### src/rtl/nfc_pkg.sv
`timescale 1ns/1ps
package nfc_pkg;
  localparam int unsigned HOST_AW = 5;

  typedef enum logic [HOST_AW-1:0] {
    OFF_LP_UPPER = 5'h00,
    OFF_LP_LOWER = 5'h04,
    OFF_COLPAR   = 5'h08,
    OFF_COUNT    = 5'h0C,
    OFF_CLEAR    = 5'h10,
    OFF_DATA     = 5'h14,
    OFF_CONTROL  = 5'h18
  } nfc_off_e;

  // Control byte bit positions
  localparam int unsigned CB_CE0  = 0;
  localparam int unsigned CB_CLE  = 1;
  localparam int unsigned CB_ALE  = 2;
  localparam int unsigned CB_WP   = 3;
  localparam int unsigned CB_CE1  = 4;
  localparam int unsigned CB_BUSY = 5;
endpackage

### src/rtl/nfc_ecc_acc.sv
`timescale 1ns/1ps
module nfc_ecc_acc #(
  parameter int unsigned DATA_W      = 8,
  parameter int unsigned BLOCK_BYTES = 256
) (
  input  logic                clk,
  input  logic                rst_n,
  input  logic                clr_i,
  input  logic                dig_i,
  input  logic [DATA_W-1:0]   byte_i,
  output logic [$clog2(BLOCK_BYTES)-1:0] cnt_o,
  output logic [$clog2(BLOCK_BYTES)-1:0] lp_even_o,
  output logic [$clog2(BLOCK_BYTES)-1:0] lp_odd_o,
  output logic [2*$clog2(DATA_W)-1:0]    cp_o
);
  localparam int unsigned POS_W = $clog2(BLOCK_BYTES);
  localparam int unsigned LOG_D = $clog2(DATA_W);
  localparam int unsigned CP_W  = 2*LOG_D;

  logic [POS_W-1:0] cnt_q, cnt_d;
  logic [POS_W-1:0] lpe_q, lpe_d, lpo_q, lpo_d;
  logic [CP_W-1:0]  cp_q, cp_d, cp_byte;
  logic             par;
  logic             en;

  // Column split of one byte
  always_comb begin
    cp_byte = '0;
    for (int j = 0; j < int'(LOG_D); j++) begin
      for (int b = 0; b < int'(DATA_W); b++) begin
        if (((b >> j) & 1) == 1) cp_byte[2*j+1] = cp_byte[2*j+1] ^ byte_i[b];
        else                     cp_byte[2*j]   = cp_byte[2*j]   ^ byte_i[b];
      end
    end
  end

  assign par = ^byte_i;
  assign en  = clr_i | dig_i;

  // Next state: clear wins, else digest at position cnt_q
  always_comb begin
    if (clr_i) begin
      cnt_d = '0;
      lpe_d = '0;
      lpo_d = '0;
      cp_d  = '0;
    end else begin
      cnt_d = cnt_q + 1'b1;
      lpe_d = lpe_q ^ ({POS_W{par}} & ~cnt_q);
      lpo_d = lpo_q ^ ({POS_W{par}} &  cnt_q);
      cp_d  = cp_q ^ cp_byte;
    end
  end

  always_ff @(posedge clk or negedge rst_n) begin
    if (!rst_n) begin
      cnt_q <= '0;
      lpe_q <= '0;
      lpo_q <= '0;
      cp_q  <= '0;
    end else if (en) begin
      cnt_q <= cnt_d;
      lpe_q <= lpe_d;
      lpo_q <= lpo_d;
      cp_q  <= cp_d;
    end
  end

  assign cnt_o     = cnt_q;
  assign lp_even_o = lpe_q;
  assign lp_odd_o  = lpo_q;
  assign cp_o      = cp_q;

  a_r6_count_step: assert property (@(posedge clk) disable iff (!rst_n)
    dig_i && !clr_i |=> cnt_q == POS_W'($past(cnt_q) + 1'b1));
  a_r10_clear_all: assert property (@(posedge clk) disable iff (!rst_n)
    clr_i |=> cnt_q == '0 && lpe_q == '0 && lpo_q == '0 && cp_q == '0);
  a_r12_idle_hold: assert property (@(posedge clk) disable iff (!rst_n)
    !dig_i && !clr_i |=> $stable(cnt_q) && $stable(cp_q) && $stable(lpe_q) && $stable(lpo_q));
  a_r8_even_byte_keeps_lines: assert property (@(posedge clk) disable iff (!rst_n)
    dig_i && !clr_i && !(^byte_i) |=> $stable(lpe_q) && $stable(lpo_q));
  a_r8_odd_byte_flips_one_per_bit: assert property (@(posedge clk) disable iff (!rst_n)
    dig_i && !clr_i && (^byte_i) |=>
      $countones((lpe_q ^ $past(lpe_q)) | (lpo_q ^ $past(lpo_q))) == POS_W);
endmodule

### src/rtl/nfc_pin_ctl.sv
`timescale 1ns/1ps
module nfc_pin_ctl
  import nfc_pkg::*;
#(
  parameter int unsigned DATA_W = 8
) (
  input  logic              clk,
  input  logic              rst_n,
  input  logic              wr_i,
  input  logic [DATA_W-1:0] wdata_i,
  output logic [DATA_W-1:0] ctl_o,
  output logic [1:0]        ce_n_o,
  output logic              cle_o,
  output logic              ale_o,
  output logic              wp_o
);
  localparam logic [DATA_W-1:0] BUSY_MASK = DATA_W'(1) << CB_BUSY;

  logic [DATA_W-1:0] ctl_q, ctl_d;

  // the busy position is never stored
  always_comb begin
    ctl_d = wdata_i & ~BUSY_MASK;
  end

  always_ff @(posedge clk or negedge rst_n) begin
    if (!rst_n)    ctl_q <= '0;
    else if (wr_i) ctl_q <= ctl_d;
  end

  assign ctl_o     = ctl_q;
  assign ce_n_o[0] = ctl_q[CB_CE0];
  assign ce_n_o[1] = ctl_q[CB_CE1];
  assign cle_o     = ctl_q[CB_CLE];
  assign ale_o     = ctl_q[CB_ALE];
  assign wp_o      = ctl_q[CB_WP];

  a_r2_pins_hold: assert property (@(posedge clk) disable iff (!rst_n)
    !wr_i |=> $stable(ce_n_o) && $stable(cle_o) && $stable(ale_o) && $stable(wp_o));
endmodule

### src/rtl/nfc_flash_ctrl.sv
`timescale 1ns/1ps
module nfc_flash_ctrl
  import nfc_pkg::*;
#(
  parameter int unsigned DATA_W      = 8,
  parameter int unsigned BLOCK_BYTES = 256
) (
  input  logic              clk,
  input  logic              rst_n,
  input  logic              host_sel,
  input  logic              host_wr,
  input  logic [4:0]        host_addr,
  input  logic [DATA_W-1:0] host_wdata,
  output logic [DATA_W-1:0] host_rdata,
  output logic [1:0]        nf_ce_n,
  output logic              nf_cle,
  output logic              nf_ale,
  output logic              nf_wp,
  output logic [DATA_W-1:0] nf_dq_out,
  output logic              nf_we_stb,
  input  logic [DATA_W-1:0] nf_dq_in,
  output logic              nf_re_stb,
  input  logic              nf_rdy
);
  localparam int unsigned POS_W = $clog2(BLOCK_BYTES);
  localparam int unsigned HALF  = POS_W/2;
  localparam int unsigned CP_W  = 2*$clog2(DATA_W);

  // Reset: asserted asynchronously, released on the clock
  logic [1:0] rst_pipe_q;
  logic       rst_int_n;
  always_ff @(posedge clk or negedge rst_n) begin
    if (!rst_n) rst_pipe_q <= 2'b00;
    else        rst_pipe_q <= {rst_pipe_q[0], 1'b1};
  end
  assign rst_int_n = rst_pipe_q[1];

  // Decode
  logic wr_acc, rd_acc;
  logic ctl_wr, clr_wr, io_wr, io_rd, dig;
  assign wr_acc = host_sel &  host_wr;
  assign rd_acc = host_sel & ~host_wr;
  assign ctl_wr = wr_acc && (host_addr == OFF_CONTROL);
  assign clr_wr = wr_acc && (host_addr == OFF_CLEAR);
  assign io_wr  = wr_acc && (host_addr == OFF_DATA);
  assign io_rd  = rd_acc && (host_addr == OFF_DATA);
  assign dig    = io_wr | io_rd;

  logic [DATA_W-1:0] dig_byte;
  assign dig_byte = io_wr ? host_wdata : nf_dq_in;

  logic [DATA_W-1:0] ctl_val;
  nfc_pin_ctl #(.DATA_W(DATA_W)) u_pins (
    .clk     (clk),
    .rst_n   (rst_int_n),
    .wr_i    (ctl_wr),
    .wdata_i (host_wdata),
    .ctl_o   (ctl_val),
    .ce_n_o  (nf_ce_n),
    .cle_o   (nf_cle),
    .ale_o   (nf_ale),
    .wp_o    (nf_wp)
  );

  logic [POS_W-1:0] cnt, lp_even, lp_odd;
  logic [CP_W-1:0]  colpar;
  nfc_ecc_acc #(.DATA_W(DATA_W), .BLOCK_BYTES(BLOCK_BYTES)) u_ecc (
    .clk       (clk),
    .rst_n     (rst_int_n),
    .clr_i     (clr_wr),
    .dig_i     (dig),
    .byte_i    (dig_byte),
    .cnt_o     (cnt),
    .lp_even_o (lp_even),
    .lp_odd_o  (lp_odd),
    .cp_o      (colpar)
  );

  // interleave even/odd line parity
  logic [2*HALF-1:0] lp_up_pack, lp_lo_pack;
  for (genvar k = 0; k < HALF; k++) begin : g_pack
    assign lp_up_pack[2*k]   = lp_even[HALF+k];
    assign lp_up_pack[2*k+1] = lp_odd[HALF+k];
    assign lp_lo_pack[2*k]   = lp_even[k];
    assign lp_lo_pack[2*k+1] = lp_odd[k];
  end

  // Read mux
  always_comb begin
    host_rdata = '0;
    if (rd_acc) begin
      case (host_addr)
        OFF_LP_UPPER: host_rdata = DATA_W'(lp_up_pack);
        OFF_LP_LOWER: host_rdata = DATA_W'(lp_lo_pack);
        OFF_COLPAR:   host_rdata = DATA_W'(colpar);
        OFF_COUNT:    host_rdata = DATA_W'(cnt);
        OFF_DATA:     host_rdata = nf_dq_in;
        OFF_CONTROL: begin
          host_rdata          = ctl_val;
          host_rdata[CB_BUSY] = nf_rdy;
        end
        default:      host_rdata = '0;
      endcase
    end
  end

  assign nf_we_stb = io_wr;
  assign nf_re_stb = io_rd;
  assign nf_dq_out = io_wr ? host_wdata : '0;

  a_r5_strobes_exclusive: assert property (@(posedge clk) disable iff (!rst_int_n)
    !(nf_we_stb && nf_re_stb));
  a_r2_control_holds_on_unmapped: assert property (@(posedge clk) disable iff (!rst_int_n)
    wr_acc && host_addr == 5'h1C |=> $stable(nf_cle) && $stable(nf_ce_n));
endmodule

### config.mk
export PLATFORM = sky130hd
export DESIGN_NAME = nfc_flash_ctrl
export DESIGN_NICKNAME = d
export VERILOG_FILES = /design/src/rtl/nfc_pkg.sv /design/src/rtl/nfc_ecc_acc.sv /design/src/rtl/nfc_pin_ctl.sv /design/src/rtl/nfc_flash_ctrl.sv
export SDC_FILE = /design/constraint.sdc
export NUM_CORES = 1
export LEC_CHECK = 0
export BUFFER_PORTS_ARGS = -buffer_cell sky130_fd_sc_hd__buf_4
export CAP_MARGIN = 20
export CORE_UTILIZATION = 50
export CTS_CLUSTER_SIZE = 30
export DETAILED_ROUTE_END_ITERATION = 8
export GPL_TIMING_DRIVEN = 0
export PLACE_DENSITY = 0.78
export SETUP_SLACK_MARGIN = 0.02
export SYNTH_ARGS = -nofsm -noshare
export SYNTH_HDL_FRONTEND = slang
export SYNTH_HIERARCHICAL = 1
export SYNTH_SLANG_ARGS = --single-unit
### constraint.sdc
create_clock -name clk -period 1.5 [get_ports clk]
set_input_delay 0.225 -clock clk [delete_from_list [all_inputs] [get_ports clk]]
set_output_delay 0.225 -clock clk [all_outputs]
set_load 0.02 [all_outputs]
-- Word level (Yosys, flattened, before mapping)
Index checks and enable logic that the tools add are counted.
- add/subtract/negate cells: 1
- multipliers: 0
- div/mod/pow operators: 0
- order comparisons: 0
- equality and inequality tests: 6
- shift-type cells: 0
- multiplexer cells: 8
- bitwise gates (word level): 28
- reductions and logical operators: 6
- operator list (cell ; number):
    8-bit two-way mux ; 6
    8-bit one-hot mux with 6 select lines ; 1
    1-bit XOR ; 17
    8-bit bitwise AND ; 2
    8-bit XOR ; 2
    5-bit == test, second input constant ; 3
    5-bit by 4-bit == test with 1-bit output, second input constant ; 2
    8-bit by 1-bit adder with 8-bit output, second input constant ; 1
    8-bit NOT ; 1
    8-bit XOR reduction ; 1
    6-bit two-way mux ; 1
    6-bit XOR ; 1
    5-bit by 3-bit == test with 1-bit output, second input constant ; 1
    5-bit logical NOT ; 1
    1-bit logical AND ; 4
    1-bit bitwise AND ; 2
    1-bit bitwise OR ; 2
    1-bit NOT ; 1
- bits in registers: 39
- bits in latches: 0
- RAM bits: 0
- memory bits (read-only): 0
- input port bits: 26
- output and inout bits: 23
- memories: 0

-- Longest topological paths before layout
Gate-level depths: netlist of run 1.
- depth after elaboration: 8
- mapped depth: 12
- gate-level depth less buffers: 8

-- Modules after synthesis
Netlist of run 1, hierarchy kept.
- by module, submodules not included (module ; times used ; cells each ; area each (µm²) ; seq. area each (µm²)):
    nfc_ecc_acc ; 1 ; 162 ; 1530.2 ; 750.7
    nfc_flash_ctrl ; 1 ; 82 ; 724.4 ; 50.0
    nfc_pin_ctl ; 1 ; 22 ; 340.3 ; 175.2

-- Least setup slack after synthesis of run 1
No wires, ideal clock.
- path type: input to register
- start point: in host_addr[1]
- end point: reg u_ecc.lpe_q[5] (netlist: u_ecc/lp_even_o[5])
- data arrival time: 2717 ps
- path slack: -1295 ps
- cell stages on the path: 12
- buffers on the path: 4
- path through: clkbuf_2 -> nor4b_2 -> and4_1 -> buf_6 -> buf_6 -> mux2_1 -> xnor2_1 -> xnor2_1 -> xnor2_1 -> clkbuf_2 -> or3_1 -> a21oi_1
- cells in the longest elaborated chain, start to end: 7
- elaborated cells between the ends (all ways): 12
- classes of those cells: eq/ne: 2; mux: 2; bitwise: 4; reduce/logical: 4
- ends and longest elaborated chain (item ; line ; text):
    start, declared ; nfc_flash_ctrl.sv:12 ; input logic [4:0] host_addr,
    5-bit == test ; nfc_flash_ctrl.sv:45 ; assign io_wr = wr_acc && (host_addr == OFF_DATA);
    1-bit logical AND ; nfc_flash_ctrl.sv:45 ;
    named net nf_we_stb ; nfc_flash_ctrl.sv:20 ; output logic nf_we_stb,
    8-bit two-way mux ; nfc_flash_ctrl.sv:50 ; assign dig_byte = io_wr ? host_wdata : nf_dq_in;
    named net dig_byte[6] ; nfc_flash_ctrl.sv:49 ; logic [DATA_W-1:0] dig_byte;
    8-bit XOR reduction ; nfc_ecc_acc.sv:37 ; assign par = ^byte_i;
    8-bit bitwise AND ; nfc_ecc_acc.sv:49 ; lpe_d = lpe_q ^ ({POS_W{par}} & ~cnt_q);
    8-bit XOR ; nfc_ecc_acc.sv:49 ;
    8-bit two-way mux ; nfc_ecc_acc.sv:42 ; if (clr_i) begin
    end signal, assigned ; nfc_ecc_acc.sv:63 ; lpe_q <= lpe_d;
    end, declared ; nfc_ecc_acc.sv:21 ; logic [POS_W-1:0] lpe_q, lpe_d, lpo_q, lpo_d;
The timed path passes the listed nets, and every way through them passes these cells.
A chain may end at the register's enable or synchronous reset.

-- Final worst setup path of run 1
- start point: in host_addr[3]
- end point: reg u_ecc.lpe_q[0] (netlist: u_ecc/lp_even_o[0])
- cells in the longest elaborated chain, start to end: 7
- elaborated cells between the ends (all ways): 12
- classes of those cells: eq/ne: 2; mux: 2; bitwise: 4; reduce/logical: 4
- ends and longest elaborated chain (item ; line):
    5-bit == test ; nfc_flash_ctrl.sv:45
    1-bit logical AND ; nfc_flash_ctrl.sv:45
    8-bit two-way mux ; nfc_flash_ctrl.sv:50
    named net dig_byte[7] ; nfc_flash_ctrl.sv:49
    8-bit XOR reduction ; nfc_ecc_acc.sv:37
    8-bit bitwise AND ; nfc_ecc_acc.sv:49
    8-bit XOR ; nfc_ecc_acc.sv:49
    8-bit two-way mux ; nfc_ecc_acc.sv:42
The timed path passes the listed nets, and every way through them passes these cells.

==> impl_summary.txt, run 1 <==
----------------------------------------------------
[Outcome]
  Status ... finished with violations
  Violations in the final reports ... setup timing

[Layout]
  Fraction of final layout cells with drive strength greater than 1 ... 50.9%
  Multi-input combinational cell area ... roughly 1800 um^2
  Fill cell total of the finished layout ... between 200 and 300
  Final non-filler cell area ... between 3000 and 4000 um^2
  Layout overhead on the synthesized area ... 49.9%
  Final standard cell utilization of the core ... 79.9%
  Final net count ... approximately 380
  Area taken by flip-flops and latches ... between 900 and 1000 um^2
  Number of antenna cells inserted ... 0

[Timing]
  Unrepaired setup endpoints after global routing ... yes
  Final critical-path setup slack ... -1.02 ns
  Final Max Tran Viols ... 0
  Final Hold Vio Count ... 0
  Final sum of negative setup slack ... -22.92 ns
  Share of the clock period used by the worst path after layout ... 168%
  Upper clock frequency limit ... around 0.40 GHz
  Slew @ Worst Pin ... 0.820 ns
  Rel. slew slack ... between 40 and 50%
  Clock Skew ... roughly 0.008 ns
  Final Critical Period ... roughly 2.5 ns
  Setup violation total in the final timing report ... 41

[Critical path]
  Worst EP arrival ... roughly 2.8 ns
  CP Class ... in2reg
  Cell class contributing the biggest share of worst-path delay ... XOR/XNOR gates
  Reg2Reg Launch Point ... u_ecc/cnt_o[0]
  Required time at the endpoint of the critical path ... roughly 1.7 ns
  Kind of start point of the critical path ... primary input
  CP bufs+invs ... 3
  Critical path, cell by cell ... buf_12, nor4b_4, and4_1, buf_6, mux2_2, xnor2_4, xnor2_4, xnor2_4, clkbuf_4, o21ai_0, a21oi_2
  Capturing element type of the critical path ... flip-flop
  Origin of the worst setup path ... host_addr[3]
  Cell with the largest stage delay on the worst path ... mux2_2
  CP dominant cell by count ... xnor2_4
  Maximum fanout along the worst path ... 8
  Largest stage delay, worst path ... roughly 0.42 ns

[Drt]
  Number of iterations in the first detailed-routing pass ... 5
  Total wirelength of the detailed-routed design ... approximately 8400 um
  Number of vias in the routed layout ... around 2500
  Detailed-route DRC error count ... 0
  Highest metal layer with signal wires ... met4
  Average vias per placed instance ... 6.08
  WL/cell ... 20.2 um
  Met3 wire length ... about 650 um
  Drt initial violations ... 260
  M1 wire length ... around 3400 um
  Detail Route Antenna Nets ... 0
  Total length of routed met2 wires ... between 4000 and 5000 um

[GRT]
  Global-route wire length before repair ... between 10000 and 15000 um
  Aggregate global routing overflow ... 0
  Via count of the first global-routing pass ... 2563
  Initial antenna violation count ... 0
  Largest net degree at the start of global routing ... 38
  Overall routing resource usage ... 33.3%

[Job]
  Maximum capacitance violations ... 0

[Synthesis]
  Mean cell area of the mapped netlist ... 9.79 um^2
  Count of mapped cells out of synthesis ... ~260
  Post-synth net total ... between 200 and 300
  Post-Syn Area ... about 2600 um^2
  Warnings from Yosys ... 6

[Pwr]
  Relative contribution of combinational cells to total power ... roughly 37%
  Sw power ... 1.17 mW
  Leak pwr ... 1.67 nW
  Fraction of power consumed by sequential logic ... between 40% and 50%
  Pwr Total ... 3.43 mW
  Relative contribution of the clock network to total power ... 20.8%
  Maximum ir drop on the vdd rail ... roughly 0.00080 V
  Power Density ... about 900 nW/um^2
  Internal power component ... around 2.3 mW
  Sw Share ... 34.2%

[Clocking]
  Clock sink count ... 39
  Clock latency on the worst-skew pair ... ~0.30 ns
  CTS tree ... done
  Clock-pin slew on the worst setup and hold paths ... around 0.080 ns
  Number of levels the H-tree was split into ... 2
  Cts bufs inserted ... 5
  Number of buffers between clock root and the deepest sink ... 2
  CTS Root Cell ... clkbuf_8

[Floorplan]
  Initial cell density of the core ... between 50% and 60%
  Number of core rows ... 25
  Die extent in x ... around 74 um
  Area of the die ... between 5000 and 6000 um^2
  Placeable core region ... between 4000 and 5000 um^2
  Die extent in y ... about 74 um
  Boundary Pins ... between 40 and 50

[Placement]
  Post-detailed-placement cell area ... roughly 3100 um^2
  Number of port buffers ... between 40 and 50
  Final RePlAce weighted congestion ... ~0.92
  Post-DP HPWL ... 5080 um

[Hold path]
  Path type of the worst min-delay path ... in2reg
  Critical hold path startpoint ... host_wdata[4]

----------------------------------------------------
power by group through the flow:
| stage | clock network, mW | registers (mW) | logic (mW) |
|---|---|---|---|
| after CTS | 0.733 | 1.44 | 1.08 |
| after global routing | 0.763 | 1.49 | 1.32 |
| after global placement | 0 | 1.46 | 0.764 |
| after floorplan | 0 | 1.41 | 0.536 |
| after detailed placement | 0 | 1.47 | 0.784 |
| final | 0.713 | 1.46 | 1.26 |
placed cells by master, fill, tap and decap left out, types with 3 or more instances in the layout:
cell type / instances
nand2_1: 14
mux2_2: 10
nand3_1: 4
dfrtp_1: 38
nor4b_4: 3
xnor2_1: 6
clkbuf_2: 3
a32oi_1: 13
a21oi_2: 7
buf_4: 67
clkbuf_1: 3
or3_1: 14
xnor2_4: 5
or3_4: 4
xor2_1: 10
buf_6: 15
buf_8: 7
nand2b_1: 8
mux2_4: 19
nor2b_1: 3
and2_2: 6
o21ai_0: 16
clkbuf_8: 6
nor2_1: 12
a21oi_1: 17
area by class of cell:
type,count,share of cell area [%]
Buffer,15,4.56
Clock buffer,6,1.87
Clock inverter,2,0.355
Inverter,1,0.129
Multi-Input combinational cell,201,46.8
Sequential cell,39,25.2
Tap cell,67,2.16
Timing Repair Buffer,86,18.9
routing by layer:
| layer | GRT usage (%) | vias to the layer above |
|---|---|---|
| met5 | 0 | - |
| met3 | 6.72 | 28 |
| met2 | 54.2 | 166 |
| met1 | 44.0 | 1226 |
| li1 | - | 1115 |
| met4 | 11.8 | 0 |
final timing paths:
path	cells past startpoint	endpoint	slack [ns]
max reg2reg	3	u_ecc/cnt_o[7]	0.11
max in group asynchronous	0	u_ecc/lp_even_o[4]	0.61
max	11	u_ecc/lp_even_o[0]	-1.02
min in group asynchronous	2	rst_pipe_q[1]	0.24
min	2	u_pins/ctl_o[4]	0.17
min reg2reg	0	rst_pipe_q[1]	0.35
stage by stage:
step,std cells,hold WS (ns),setup WS (ns)
finish,417,0.168,-1.02
global route,417,0.174,-1.09
CTS,412,0.163,-0.925
detailed placement,377,0.00867,-1.59
global placement,377,0.00894,-1.50
floorplan,264,-0.0706,-1.05
registers in the layout, indices dropped and copies added (netlist names):
name             count
u_ecc/lp_even_o      8
u_ecc/cp_o           6
u_ecc/lp_odd_o       8
u_pins/ctl_o         7
rst_pipe_q           2
u_ecc/cnt_o          8
timing repair:
action	in CTS	in global routing
gates cloned	3	1
setup endpoints to repair	55	48
pin swaps	31	12
gates resized for setup	68	39
buffers inserted	29	6
endpoints found under the hold margin	2	0
hold buffers	1	0
Power figures use the tool's default switching activity.
==> run 2, diff against run 1 <==
--- a/config.mk
+++ b/config.mk
@@ -7,6 +7,8 @@
 export LEC_CHECK = 0
 export BUFFER_PORTS_ARGS = -buffer_cell sky130_fd_sc_hd__buf_4
 export CAP_MARGIN = 20
+export CORE_ASPECT_RATIO = 0.5
+export CORE_MARGIN = 2
 export CORE_UTILIZATION = 50
 export CTS_CLUSTER_SIZE = 30
 export DETAILED_ROUTE_END_ITERATION = 8
==> run 2 against run 1 <==
Sequential power hardly changed; critical endpoint is now u_ecc/lp_even_o[2]; critical path type unchanged; via count is 1.6% higher; largest power group unchanged; setup slack worse by 0.039 ns; clock power is 5.2% higher; the run still ends with setup timing left.
==> impl_summary.txt, run 2 (synthesis gave the netlist of run 1 again) <==
----------------------------------------------------
[Clocking]
  Number of buffers between clock root and the deepest sink ... 2
  Cts bufs inserted ... 5
  Number of levels the H-tree was split into ... 2
  CTS Root Cell ... clkbuf_8
  Clock-pin slew on the worst setup and hold paths ... ~0.080 ns
  Clock sink count ... 39
  Clock latency on the worst-skew pair ... roughly 0.30 ns
  CTS tree ... done

[Pwr]
  Leak pwr ... 1.64 nW
  Maximum ir drop on the vdd rail ... ~0.00047 V
  Sw power ... roughly 1.2 mW
  Sw Share ... between 30% and 40%
  Power Density ... approximately 900 nW/um^2
  Internal power component ... ~2.3 mW
  Pwr Total ... 3.48 mW
  Relative contribution of the clock network to total power ... a little over a fifth
  Relative contribution of combinational cells to total power ... between 30% and 40%
  Fraction of power consumed by sequential logic ... between 40% and 50%

[Timing]
  Share of the clock period used by the worst path after layout ... 171%
  Final Critical Period ... about 2.6 ns
  Upper clock frequency limit ... between 0.3 and 0.4 GHz
  Final critical-path setup slack ... -1.06 ns
  Unrepaired setup endpoints after global routing ... yes
  Clock Skew ... ~0.007 ns
  Rel. slew slack ... between 40 and 50%
  Final sum of negative setup slack ... -27.35 ns
  Slew @ Worst Pin ... roughly 0.82 ns
  Final Hold Vio Count ... 0
  Final Max Tran Viols ... 0
  Setup violation total in the final timing report ... 47

[Drt]
  Number of iterations in the first detailed-routing pass ... 5
  WL/cell ... between 20 and 25 um
  Detail Route Antenna Nets ... 0
  Average vias per placed instance ... 6.12
  Detailed-route DRC error count ... 0
  Total wirelength of the detailed-routed design ... 8760 um
  Drt initial violations ... between 300 and 400
  Number of vias in the routed layout ... 2576

[Critical path]
  Worst EP arrival ... 2.72 ns
  Capturing element type of the critical path ... flip-flop
  CP Class ... in2reg
  Cell with the largest stage delay on the worst path ... mux2_4
  Required time at the endpoint of the critical path ... ~1.7 ns
  Critical path, cell by cell ... buf_12, nor4b_4, and4_1, buf_6, buf_8, mux2_4, xnor2_4, xnor2_4, xnor2_4, buf_8, o21ai_0, a21oi_2
  Reg-to-reg setup timing slack ... approximately 0.060 ns
  CP dominant cell by count ... xnor2_4
  Kind of start point of the critical path ... primary input
  Maximum fanout along the worst path ... 10
  Largest stage delay, worst path ... ~0.33 ns

[GRT]
  Initial antenna violation count ... 0
  Overall routing resource usage ... between 20 and 30%
  Aggregate global routing overflow ... 0
  Global-route wire length before repair ... 12400 um
  Largest net degree at the start of global routing ... 38
  Via count of the first global-routing pass ... between 2000 and 2500

[Floorplan]
  Number of core rows ... 18
  Boundary Pins ... just under 50
  Placeable core region ... a little under 5000 um^2
  Initial cell density of the core ... 52.1%
  Die extent in x ... 106 um
  Die extent in y ... 54.8 um
  Area of the die ... around 5800 um^2

[Layout]
  Final net count ... approximately 380
  Fill cell total of the finished layout ... a little under 300
  Final non-filler cell area ... ~3800 um^2
  Cell Count, Final, Fillers Out ... 421
  Most used cells in the layout excluding fill and tap cells ... buf_4, dfrtp_1, a21oi_1, o21ai_0
  Area taken by flip-flops and latches ... 977 um^2
  Multi-input combinational cell area ... roughly 1700 um^2
  Fraction of final layout cells with drive strength greater than 1 ... between 40 and 50%
  Layout overhead on the synthesized area ... 46.6%
  Most common cell after layout, fill and taps aside ... buf_4
  Number of antenna cells inserted ... 0

[Outcome]
  Violations in the final reports ... setup timing
  Status ... finished with violations

[Placement]
  DP Worst Slack ... -1.57 ns
  Post-detailed-placement cell area ... a little over 3000 um^2
  Post-DP HPWL ... about 5000 um
  Final RePlAce weighted congestion ... 0.989
  Cells after DPL ... between 300 and 400
  Number of port buffers ... 46

[Hold path]
  Path type of the worst min-delay path ... in2reg

[Job]
  Maximum capacitance violations ... 0

----------------------------------------------------
[run 2: power by group through the flow]
stage | clock network, mW | logic (mW) | registers, mW
2_1_floorplan | 0 | 0.536 | 1.41
3_3_place_gp | 0 | 0.760 | 1.45
3_5_place_dp | 0 | 0.791 | 1.46
4_1_cts | 0.761 | 1.11 | 1.44
5_1_grt | 0.803 | 1.33 | 1.49
6_report | 0.750 | 1.27 | 1.46
[run 2: layout make-up]
| type | instances | share of cell area [%] |
|---|---|---|
| Clock buffer | 5 | 1.82 |
| Timing Repair Buffer | 81 | 17.3 |
| Buffer | 21 | 5.85 |
| Multi-Input combinational cell | 201 | 46.1 |
| Inverter | 1 | 0.0991 |
| Sequential cell | 39 | 25.8 |
| Tap cell | 70 | 2.31 |
| Clock inverter | 3 | 0.661 |
[run 2: final timing paths]
kind	startpoint	end	depth (start not counted)
max	host_addr[1]	u_ecc/lp_even_o[2]	12
min	host_wdata[0]	u_pins/ctl_o[0]	2
max reg2reg	u_ecc/cnt_o[2]	u_ecc/cnt_o[7]	3
min reg2reg	rst_pipe_q[1]	u_ecc/cnt_o[2]	0
max in group asynchronous	rst_pipe_q[1]	u_ecc/cp_o[0]	0
min in group asynchronous	rst_n	rst_pipe_q[1]	2
[run 2: metrics by stage]
stage / util, % / hold slack (ns)
2_1_floorplan: - / -0.0706
3_3_place_gp: 62.0 / 0.00796
3_5_place_dp: 62.0 / 0.00891
4_1_cts: 72.0 / 0.173
5_1_grt: 76.5 / 0.175
6_report: 76.5 / 0.176
[run 2: routing by layer]
layer  share of wire, %  vias up  GRT usage (%)
li1                   -     1120              -
met1                 40     1248           34.5
met2                 47      168           51.6
met3                9.5       40           7.02
met4                3.8        0           12.7
met5                  0        -              0
[run 2: critical path, delay by kind of cell]
family                 cells  cell delay, ns
AO/OA/AOI/OAI              2            0.42
buffers and inverters      4            0.56
AND/OR/NAND/NOR            2            0.56
multiplexers               1            0.33
XOR/XNOR                   3            0.61
[run 2: repair_timing]
| item | in CTS | in global routing |
|---|---|---|
| cloned | 2 | 1 |
| hold endpoints to repair | 2 | 0 |
| setup buffers | 20 | 15 |
| hold buffers | 1 | 0 |
| resized for setup | 41 | 42 |
| setup endpoints to repair | 55 | 55 |
| pin swaps | 14 | 16 |
